$ cat src/rtl/ssio_pkg.sv
package ssio_pkg;
  localparam logic [1:0] ADDR_DATA = 2'd0;
  localparam logic [1:0] ADDR_PROT = 2'd1;
  localparam logic [1:0] ADDR_CTRL = 2'd2;
  localparam logic [1:0] ADDR_DIV  = 2'd3;

  typedef struct packed {
    logic       msb_first;
    logic       int_clk;
    logic       pol;
    logic       init_lvl;
    logic       port_sel;
    logic       out_dis;
    logic [1:0] src;
  } ctrl_t;

  localparam ctrl_t CTRL_RST = 8'h40;
endpackage

$ cat src/rtl/ssio_clkgen.sv
module ssio_clkgen #(
  parameter int DIV_W        = 8,
  parameter int PRE_MID_LOG2 = 3,
  parameter int PRE_MAX_LOG2 = 5
) (
  input  logic             clk_i,
  input  logic             rst_ni,
  input  logic             run_i,
  input  logic [1:0]       src_i,
  input  logic [DIV_W-1:0] div_i,
  input  logic             int_clk_i,
  input  logic             pol_i,
  input  logic             ext_clk_i,
  output logic             sclk_o,
  output logic             samp_o,
  output logic             outp_o
);
  logic [PRE_MAX_LOG2-1:0] pre_q;
  logic [DIV_W-1:0]        div_cnt_q;
  logic                    sclk_q;
  logic [2:0]              ext_q;
  logic                    tick, toggle, rise, fall;

  always_comb begin
    unique case (src_i)
      2'b00:   tick = 1'b1;
      2'b01:   tick = &pre_q[PRE_MID_LOG2-1:0];
      default: tick = &pre_q;
    endcase
  end

  assign toggle = run_i & int_clk_i & tick & (div_cnt_q == div_i);

  always_ff @(posedge clk_i or negedge rst_ni) begin
    if (!rst_ni) begin
      pre_q     <= '0;
      div_cnt_q <= '0;
      sclk_q    <= 1'b1;
    end else if (!run_i || !int_clk_i) begin
      pre_q     <= '0;
      div_cnt_q <= '0;
      sclk_q    <= 1'b1;
    end else begin
      pre_q <= pre_q + 1'b1;
      if (tick) begin
        if (div_cnt_q == div_i) begin
          div_cnt_q <= '0;
          sclk_q    <= ~sclk_q;
        end else begin
          div_cnt_q <= div_cnt_q + 1'b1;
        end
      end
    end
  end

  // two-stage synchroniser plus history bit for edge detect
  always_ff @(posedge clk_i or negedge rst_ni) begin
    if (!rst_ni) ext_q <= 3'b111;
    else         ext_q <= {ext_q[1:0], ext_clk_i};
  end

  assign rise = int_clk_i ? (toggle & ~sclk_q) : (ext_q[1] & ~ext_q[2]);
  assign fall = int_clk_i ? (toggle &  sclk_q) : (~ext_q[1] & ext_q[2]);

  assign samp_o = pol_i ? fall : rise;
  assign outp_o = pol_i ? rise : fall;
  assign sclk_o = sclk_q;
endmodule

$ cat src/rtl/ssio_shift.sv
module ssio_shift #(
  parameter int DATA_W = 8
) (
  input  logic              clk_i,
  input  logic              rst_ni,
  input  logic              start_i,
  input  logic [DATA_W-1:0] wdata_i,
  input  logic              samp_i,
  input  logic              outp_i,
  input  logic              msb_first_i,
  input  logic              sin_i,
  output logic              busy_o,
  output logic              done_o,
  output logic              sdo_o,
  output logic [DATA_W-1:0] data_o
);
  localparam int CNT_W = $clog2(DATA_W + 1);
  localparam logic [CNT_W-1:0] LAST = CNT_W'(DATA_W - 1);

  logic [DATA_W-1:0] sr_q;
  logic [CNT_W-1:0]  cnt_q;
  logic              rx_q, busy_q, done_q;

  function automatic logic [DATA_W-1:0] shift_in(input logic [DATA_W-1:0] s,
                                                 input logic b, input logic msb);
    return msb ? {s[DATA_W-2:0], b} : {b, s[DATA_W-1:1]};
  endfunction

  always_ff @(posedge clk_i or negedge rst_ni) begin
    if (!rst_ni) begin
      sr_q   <= '0;
      cnt_q  <= '0;
      rx_q   <= 1'b0;
      busy_q <= 1'b0;
      done_q <= 1'b0;
    end else begin
      done_q <= 1'b0;
      if (start_i) begin
        sr_q   <= wdata_i;
        cnt_q  <= '0;
        busy_q <= 1'b1;
      end else if (busy_q) begin
        if (samp_i) begin
          rx_q <= sin_i;
          if (cnt_q == LAST) begin
            sr_q   <= shift_in(sr_q, sin_i, msb_first_i);
            busy_q <= 1'b0;
            done_q <= 1'b1;
          end else begin
            cnt_q <= cnt_q + 1'b1;
          end
        end else if (outp_i && cnt_q != '0) begin
          sr_q <= shift_in(sr_q, rx_q, msb_first_i);
        end
      end
    end
  end

  assign busy_o = busy_q;
  assign done_o = done_q;
  assign data_o = sr_q;
  assign sdo_o  = msb_first_i ? sr_q[DATA_W-1] : sr_q[0];
endmodule

$ cat src/rtl/sync_serial_unit.sv
module sync_serial_unit
  import ssio_pkg::*;
#(
  parameter int DATA_W       = 8,
  parameter int DIV_W        = 8,
  parameter int PRE_MID_LOG2 = 3,
  parameter int PRE_MAX_LOG2 = 5
) (
  input  logic              clk_i,
  input  logic              rst_ni,
  input  logic [1:0]        bus_addr_i,
  input  logic [DATA_W-1:0] bus_wdata_i,
  input  logic              bus_we_i,
  output logic [DATA_W-1:0] bus_rdata_o,
  input  logic              sin_i,
  input  logic              sclk_ext_i,
  output logic              sout_o,
  output logic              sout_oe_o,
  output logic              sclk_o,
  output logic              sclk_oe_o,
  output logic              pin_func_o,
  output logic              busy_o,
  output logic              done_o
);
  ctrl_t             ctrl_q, ctrl_wr;
  logic [DIV_W-1:0]  div_q;
  logic              arm_q;
  logic              busy, start, samp, outp, sdo;
  logic [DATA_W-1:0] data;

  assign start = bus_we_i && bus_addr_i == ADDR_DATA && !busy;

  // idle level is locked once the serial pin function is on
  always_comb begin
    ctrl_wr = ctrl_t'(bus_wdata_i[7:0]);
    if (ctrl_q.port_sel) ctrl_wr.init_lvl = ctrl_q.init_lvl;
  end

  always_ff @(posedge clk_i or negedge rst_ni) begin
    if (!rst_ni) begin
      ctrl_q <= CTRL_RST;
      div_q  <= '0;
      arm_q  <= 1'b0;
    end else if (bus_we_i) begin
      arm_q <= bus_addr_i == ADDR_PROT && bus_wdata_i[0];
      if (bus_addr_i == ADDR_CTRL && arm_q && !busy) ctrl_q <= ctrl_wr;
      if (bus_addr_i == ADDR_DIV && !busy)           div_q  <= bus_wdata_i[DIV_W-1:0];
    end
  end

  ssio_clkgen #(
    .DIV_W(DIV_W), .PRE_MID_LOG2(PRE_MID_LOG2), .PRE_MAX_LOG2(PRE_MAX_LOG2)
  ) u_clkgen (
    .clk_i     (clk_i),
    .rst_ni    (rst_ni),
    .run_i     (busy),
    .src_i     (ctrl_q.src),
    .div_i     (div_q),
    .int_clk_i (ctrl_q.int_clk),
    .pol_i     (ctrl_q.pol & ctrl_q.port_sel),
    .ext_clk_i (sclk_ext_i),
    .sclk_o    (sclk_o),
    .samp_o    (samp),
    .outp_o    (outp)
  );

  ssio_shift #(.DATA_W(DATA_W)) u_shift (
    .clk_i       (clk_i),
    .rst_ni      (rst_ni),
    .start_i     (start),
    .wdata_i     (bus_wdata_i),
    .samp_i      (samp),
    .outp_i      (outp),
    .msb_first_i (ctrl_q.msb_first),
    .sin_i       (sin_i),
    .busy_o      (busy),
    .done_o      (done_o),
    .sdo_o       (sdo),
    .data_o      (data)
  );

  always_comb begin
    unique case (bus_addr_i)
      ADDR_DATA: bus_rdata_o = data;
      ADDR_PROT: bus_rdata_o = DATA_W'(arm_q);
      ADDR_CTRL: bus_rdata_o = DATA_W'(ctrl_q);
      default:   bus_rdata_o = DATA_W'(div_q);
    endcase
  end

  assign busy_o     = busy;
  assign sout_o     = busy ? sdo : ctrl_q.init_lvl;
  assign pin_func_o = ctrl_q.port_sel;
  assign sout_oe_o  = ctrl_q.port_sel & ~ctrl_q.out_dis;
  assign sclk_oe_o  = ctrl_q.port_sel & ctrl_q.int_clk;
endmodule

$ cat config.mk
export PLATFORM = sky130hd
export DESIGN_NAME = sync_serial_unit
export DESIGN_NICKNAME = d
export VERILOG_FILES = /design/src/rtl/ssio_pkg.sv /design/src/rtl/ssio_clkgen.sv /design/src/rtl/ssio_shift.sv /design/src/rtl/sync_serial_unit.sv
export SDC_FILE = /design/constraint.sdc
export NUM_CORES = 1
export LEC_CHECK = 0
export ABC_AREA = 1
export BUFFER_PORTS_ARGS = -buffer_cell sky130_fd_sc_hd__buf_4
export CORE_AREA = 2 2 70 72
export DETAILED_ROUTE_END_ITERATION = 8
export DIE_AREA = 0 0 72 74
export GPL_ROUTABILITY_DRIVEN = 0
export PLACE_DENSITY_LB_ADDON = 0.15
export SLEW_MARGIN = 20
export SYNTH_ARGS = -nofsm -noshare
export SYNTH_HDL_FRONTEND = slang
export SYNTH_SLANG_ARGS = --single-unit
$ cat constraint.sdc
create_clock -name clk_i -period 5.4 [get_ports clk_i]
set_input_delay 1.08 -clock clk_i [delete_from_list [all_inputs] [get_ports clk_i]]
set_output_delay 1.08 -clock clk_i [all_outputs]
set_load 0.05 [all_outputs]
==> results.yml <==
drt:
  drc: 0
  routedWlPerCell_um: 14.06
  drtIter0Drc: 235
  drt_pre_antenna_iters: 7
  ant_nets: 0
  drt_wl_total_um: 6215
  vias: 2384
  viasPerCell: 5.394
critical_path:
  cp.required_ns: 4.32
  worstSetupPathType: "input pin to output pin"
  reg2regPathDepth: 14
  start_kind: "input pin"
  rrSetupSlack_ns: 3.21
  slowest_stage: "nor2_1"
  cp.arrival_ns: 2.30
  worstReg2RegEnd: "u_shift.data_o[7]"
  cp_slowest_stage_delay_ns: 0.41
  worstPathCellList: "buf_4 -> inv_1 -> nor2_1 -> a221oi_1 -> a22oi_1 -> buf_4"
  end_kind: "output pin"
  critPathTopFamily: "buffers and inverters"
  rr_startpoint: "u_clkgen.pre_q[0]"
  critical_path.max_fanout: 8
  path_common_cell: "buf_4"
  worst-path-buf-inv: 3
placed_design:
  io_buffers: 29
  dp_hpwl_um: 4610
  dp_slack_ns: 2.051
  dp_cells: 434
synthesis:
  synth.avg_cell_area_um2: 7.831
  seq_area_frac_synth: 0.4433
  syn_inst: 355
  synth_nets: 376
  syn_area_um2: 2780
  yosys_warnings: 0
  ys_ff_latch: 49
  synth_cell_types: 33
sta:
  relSlewSlack: 0.5894
  rsz0062_at_grt: "false"
  finalSetupViolations: 0
  finalClockSkew_ns: 0.01366
  fin_crit_sh: 0.6252
  timing.final.ws_setup_ns: 2.024
  max_freq_mhz: 296.2
  slew_viol_final: 0
  tightestPinTransition_ns: 0.6159
  finalSetupTns_ns: 0
  final_hold_viol_count: 0
  layout_min_cycle_time_ns: 3.376
cells_and_area:
  mostFrequentLayoutCells: "nand2_1, inv_1, dfrtp_1, o21ai_0, buf_4"
  area_growth_pct: 13.50
  stdcell_count: 442
  final_nets: 408
  layout_commonest_cell: "nand2_1"
  drive_above_1_share: 0.1701
  n_antenna_cell: 0
hold_path:
  hp-start: "u_clkgen.ext_q[0]"
  hold_depth: 0
  hp-class: "flip-flop to flip-flop"
  min_to: "u_clkgen.ext_q[1]"
clock_tree:
  numCtsBuffers: 5
  clk_pin_slew_ns: 0.09
  cts_max_level: 2
  root_buffer: "clkbuf_8"
  clock_sinks: 49
  cts_resized: 0
  clock_latency_ns: 0.31
  cts_tree: "yes"
  ctsLongestPathBuffers: 2
  ctsHoldBuffers: 0
  postCtsSetupBuffers: 0
power_and_ir_drop:
  ir_worst_vdd_uv: 307.6
  power_frac_comb: 0.452
  power_density_nw_per_um2: 496.9
  swShare: 0.4513
  clkPwrFrac: 0.168
  p_total_w: 0.001568
  intPower_w: 0.0008603
  p_switching_w: 0.0007076
  p_leak_nw: 1.612
  pwr-share-seq: 0.380
grt:
  grt.total_usage: 0.2565
  grt_pass1_wl_um: 10540
  grt_max_degree: 50
  antenna_found_initial: 0
  first_global_vias: 2231
  overflow: 0
outcome:
  outcome: "finished, final reports clean"
floorplan:
  core.rowCount: 25
  die_x_um: 72
  initial_utilization: 0.6046
  fp.coreArea_um2: 4598
  die_area_um2: 5328
  die_h_um: 74
  pin_count: 30
job:
  max-cap-violations: 0
-- how the worst max path moves through the flow --
stage	start	endpoint	slack, ns	cells after the start
finish	bus_addr_i[1]	bus_rdata_o[0]	2.02	6
global route	bus_addr_i[1]	bus_rdata_o[0]	1.89	6
detailed placement	bus_addr_i[1]	bus_rdata_o[0]	2.05	6
CTS	bus_addr_i[1]	bus_rdata_o[0]	2.05	6
global placement	bus_addr_i[1]	bus_rdata_o[0]	2.08	6
floorplan	bus_addr_i[1]	bus_rdata_o[0]	1.97	4
-- power groups by stage --
stage,logic [W],clock network [W],registers (W)
3_3_place_gp,0.000688,0,0.000596
3_5_place_dp,0.000705,0,0.000601
6_report,0.000709,0.000263,0.000596
5_1_grt,0.000796,0.000282,0.000610
4_1_cts,0.000709,0.000267,0.000593
2_1_floorplan,0.000531,0,0.000585
-- synthesized netlist by cell type --
cell      instances  area (um^2)
or2_2             1        6.260
nand3_2           3        30.03
a22oi_1           1        7.510
nand2_4           3        33.78
nand4_2           2        25.02
nor4_2            1        12.51
nor3_1            4        20.02
xor2_1            8        70.07
o21ai_0          31        155.2
inv_1            48        180.2
a221oi_1          1        8.760
o211ai_1         10        75.07
a31oi_1           1        6.260
nand2_1         108        405.4
clkbuf_1          2        7.510
o22ai_1           6        37.54
and3_1            1        6.260
nor2_4            4        45.04
dfstp_2           5        131.4
inv_2             4        15.01
ha_1              6        75.07
a21oi_1           9        45.04
buf_6             1        11.26
nand3_1          14        70.07
nor2_2            4        25.02
nor2_1           19        71.32
nand3b_1          2        15.01
dfrtp_1          44         1101
buf_2             2        10.01
nand2_2           2        12.51
o221ai_1          2        17.52
nand4_1           2        12.51
xnor2_1           4        35.03
-- per-layer routing --
layer | track usage | up-vias | wire length, um
met3 | 0.04607 | 10 | 304
met5 | 0 | - | 0
met4 | 0.08595 | 0 | 127
li1 | - | 1204 | -
met2 | 0.4167 | 73 | 2962
met1 | 0.3528 | 1097 | 2821
-- logic make-up after synthesis --
kind of cell             share of synthesized area
AO/OA/AOI/OAI                               0.1269
XOR/XNOR                                   0.03780
adder cells (fa/ha/maj)                    0.02700
buffers and inverters                      0.08056
flip-flops                                  0.4433
AND/OR/NAND/NOR                             0.2844
-- registers in the layout, indices dropped and copies added (netlist names) --
signal / flops
u_clkgen.ext_q: 3
u_shift.busy_o: 1
u_shift.done_o: 1
u_shift.data_o: 8
u_shift.rx_q: 1
u_clkgen.pre_q: 5
div_q: 8
u_clkgen.sclk_o: 1
u_shift.cnt_q: 4
u_clkgen.div_cnt_q: 8
arm_q: 1
pin_func_o: 1
ctrl_q: 7
-- through the flow --
step                  util  hold WS, ns  area, um^2
finish              0.6863       0.3605        3156
global route        0.6863       0.3687        3156
CTS                 0.6863       0.3612        3156
detailed placement  0.6620       0.3479        3044
global placement    0.6620       0.3488        3044
floorplan                -       0.3452        2780
-- area by class of cell --
type                            count  area, um^2
Clock inverter                      2       38.79
Inverter                           52       195.2
Multi-Input combinational cell    249        1324
Fill cell                         378        1443
Sequential cell                    49        1232
Timing Repair Buffer               30       225.2
Tap cell                           54       67.56
Clock buffer                        6       72.57
No activity file was read; power rests on OpenSTA's default activity.
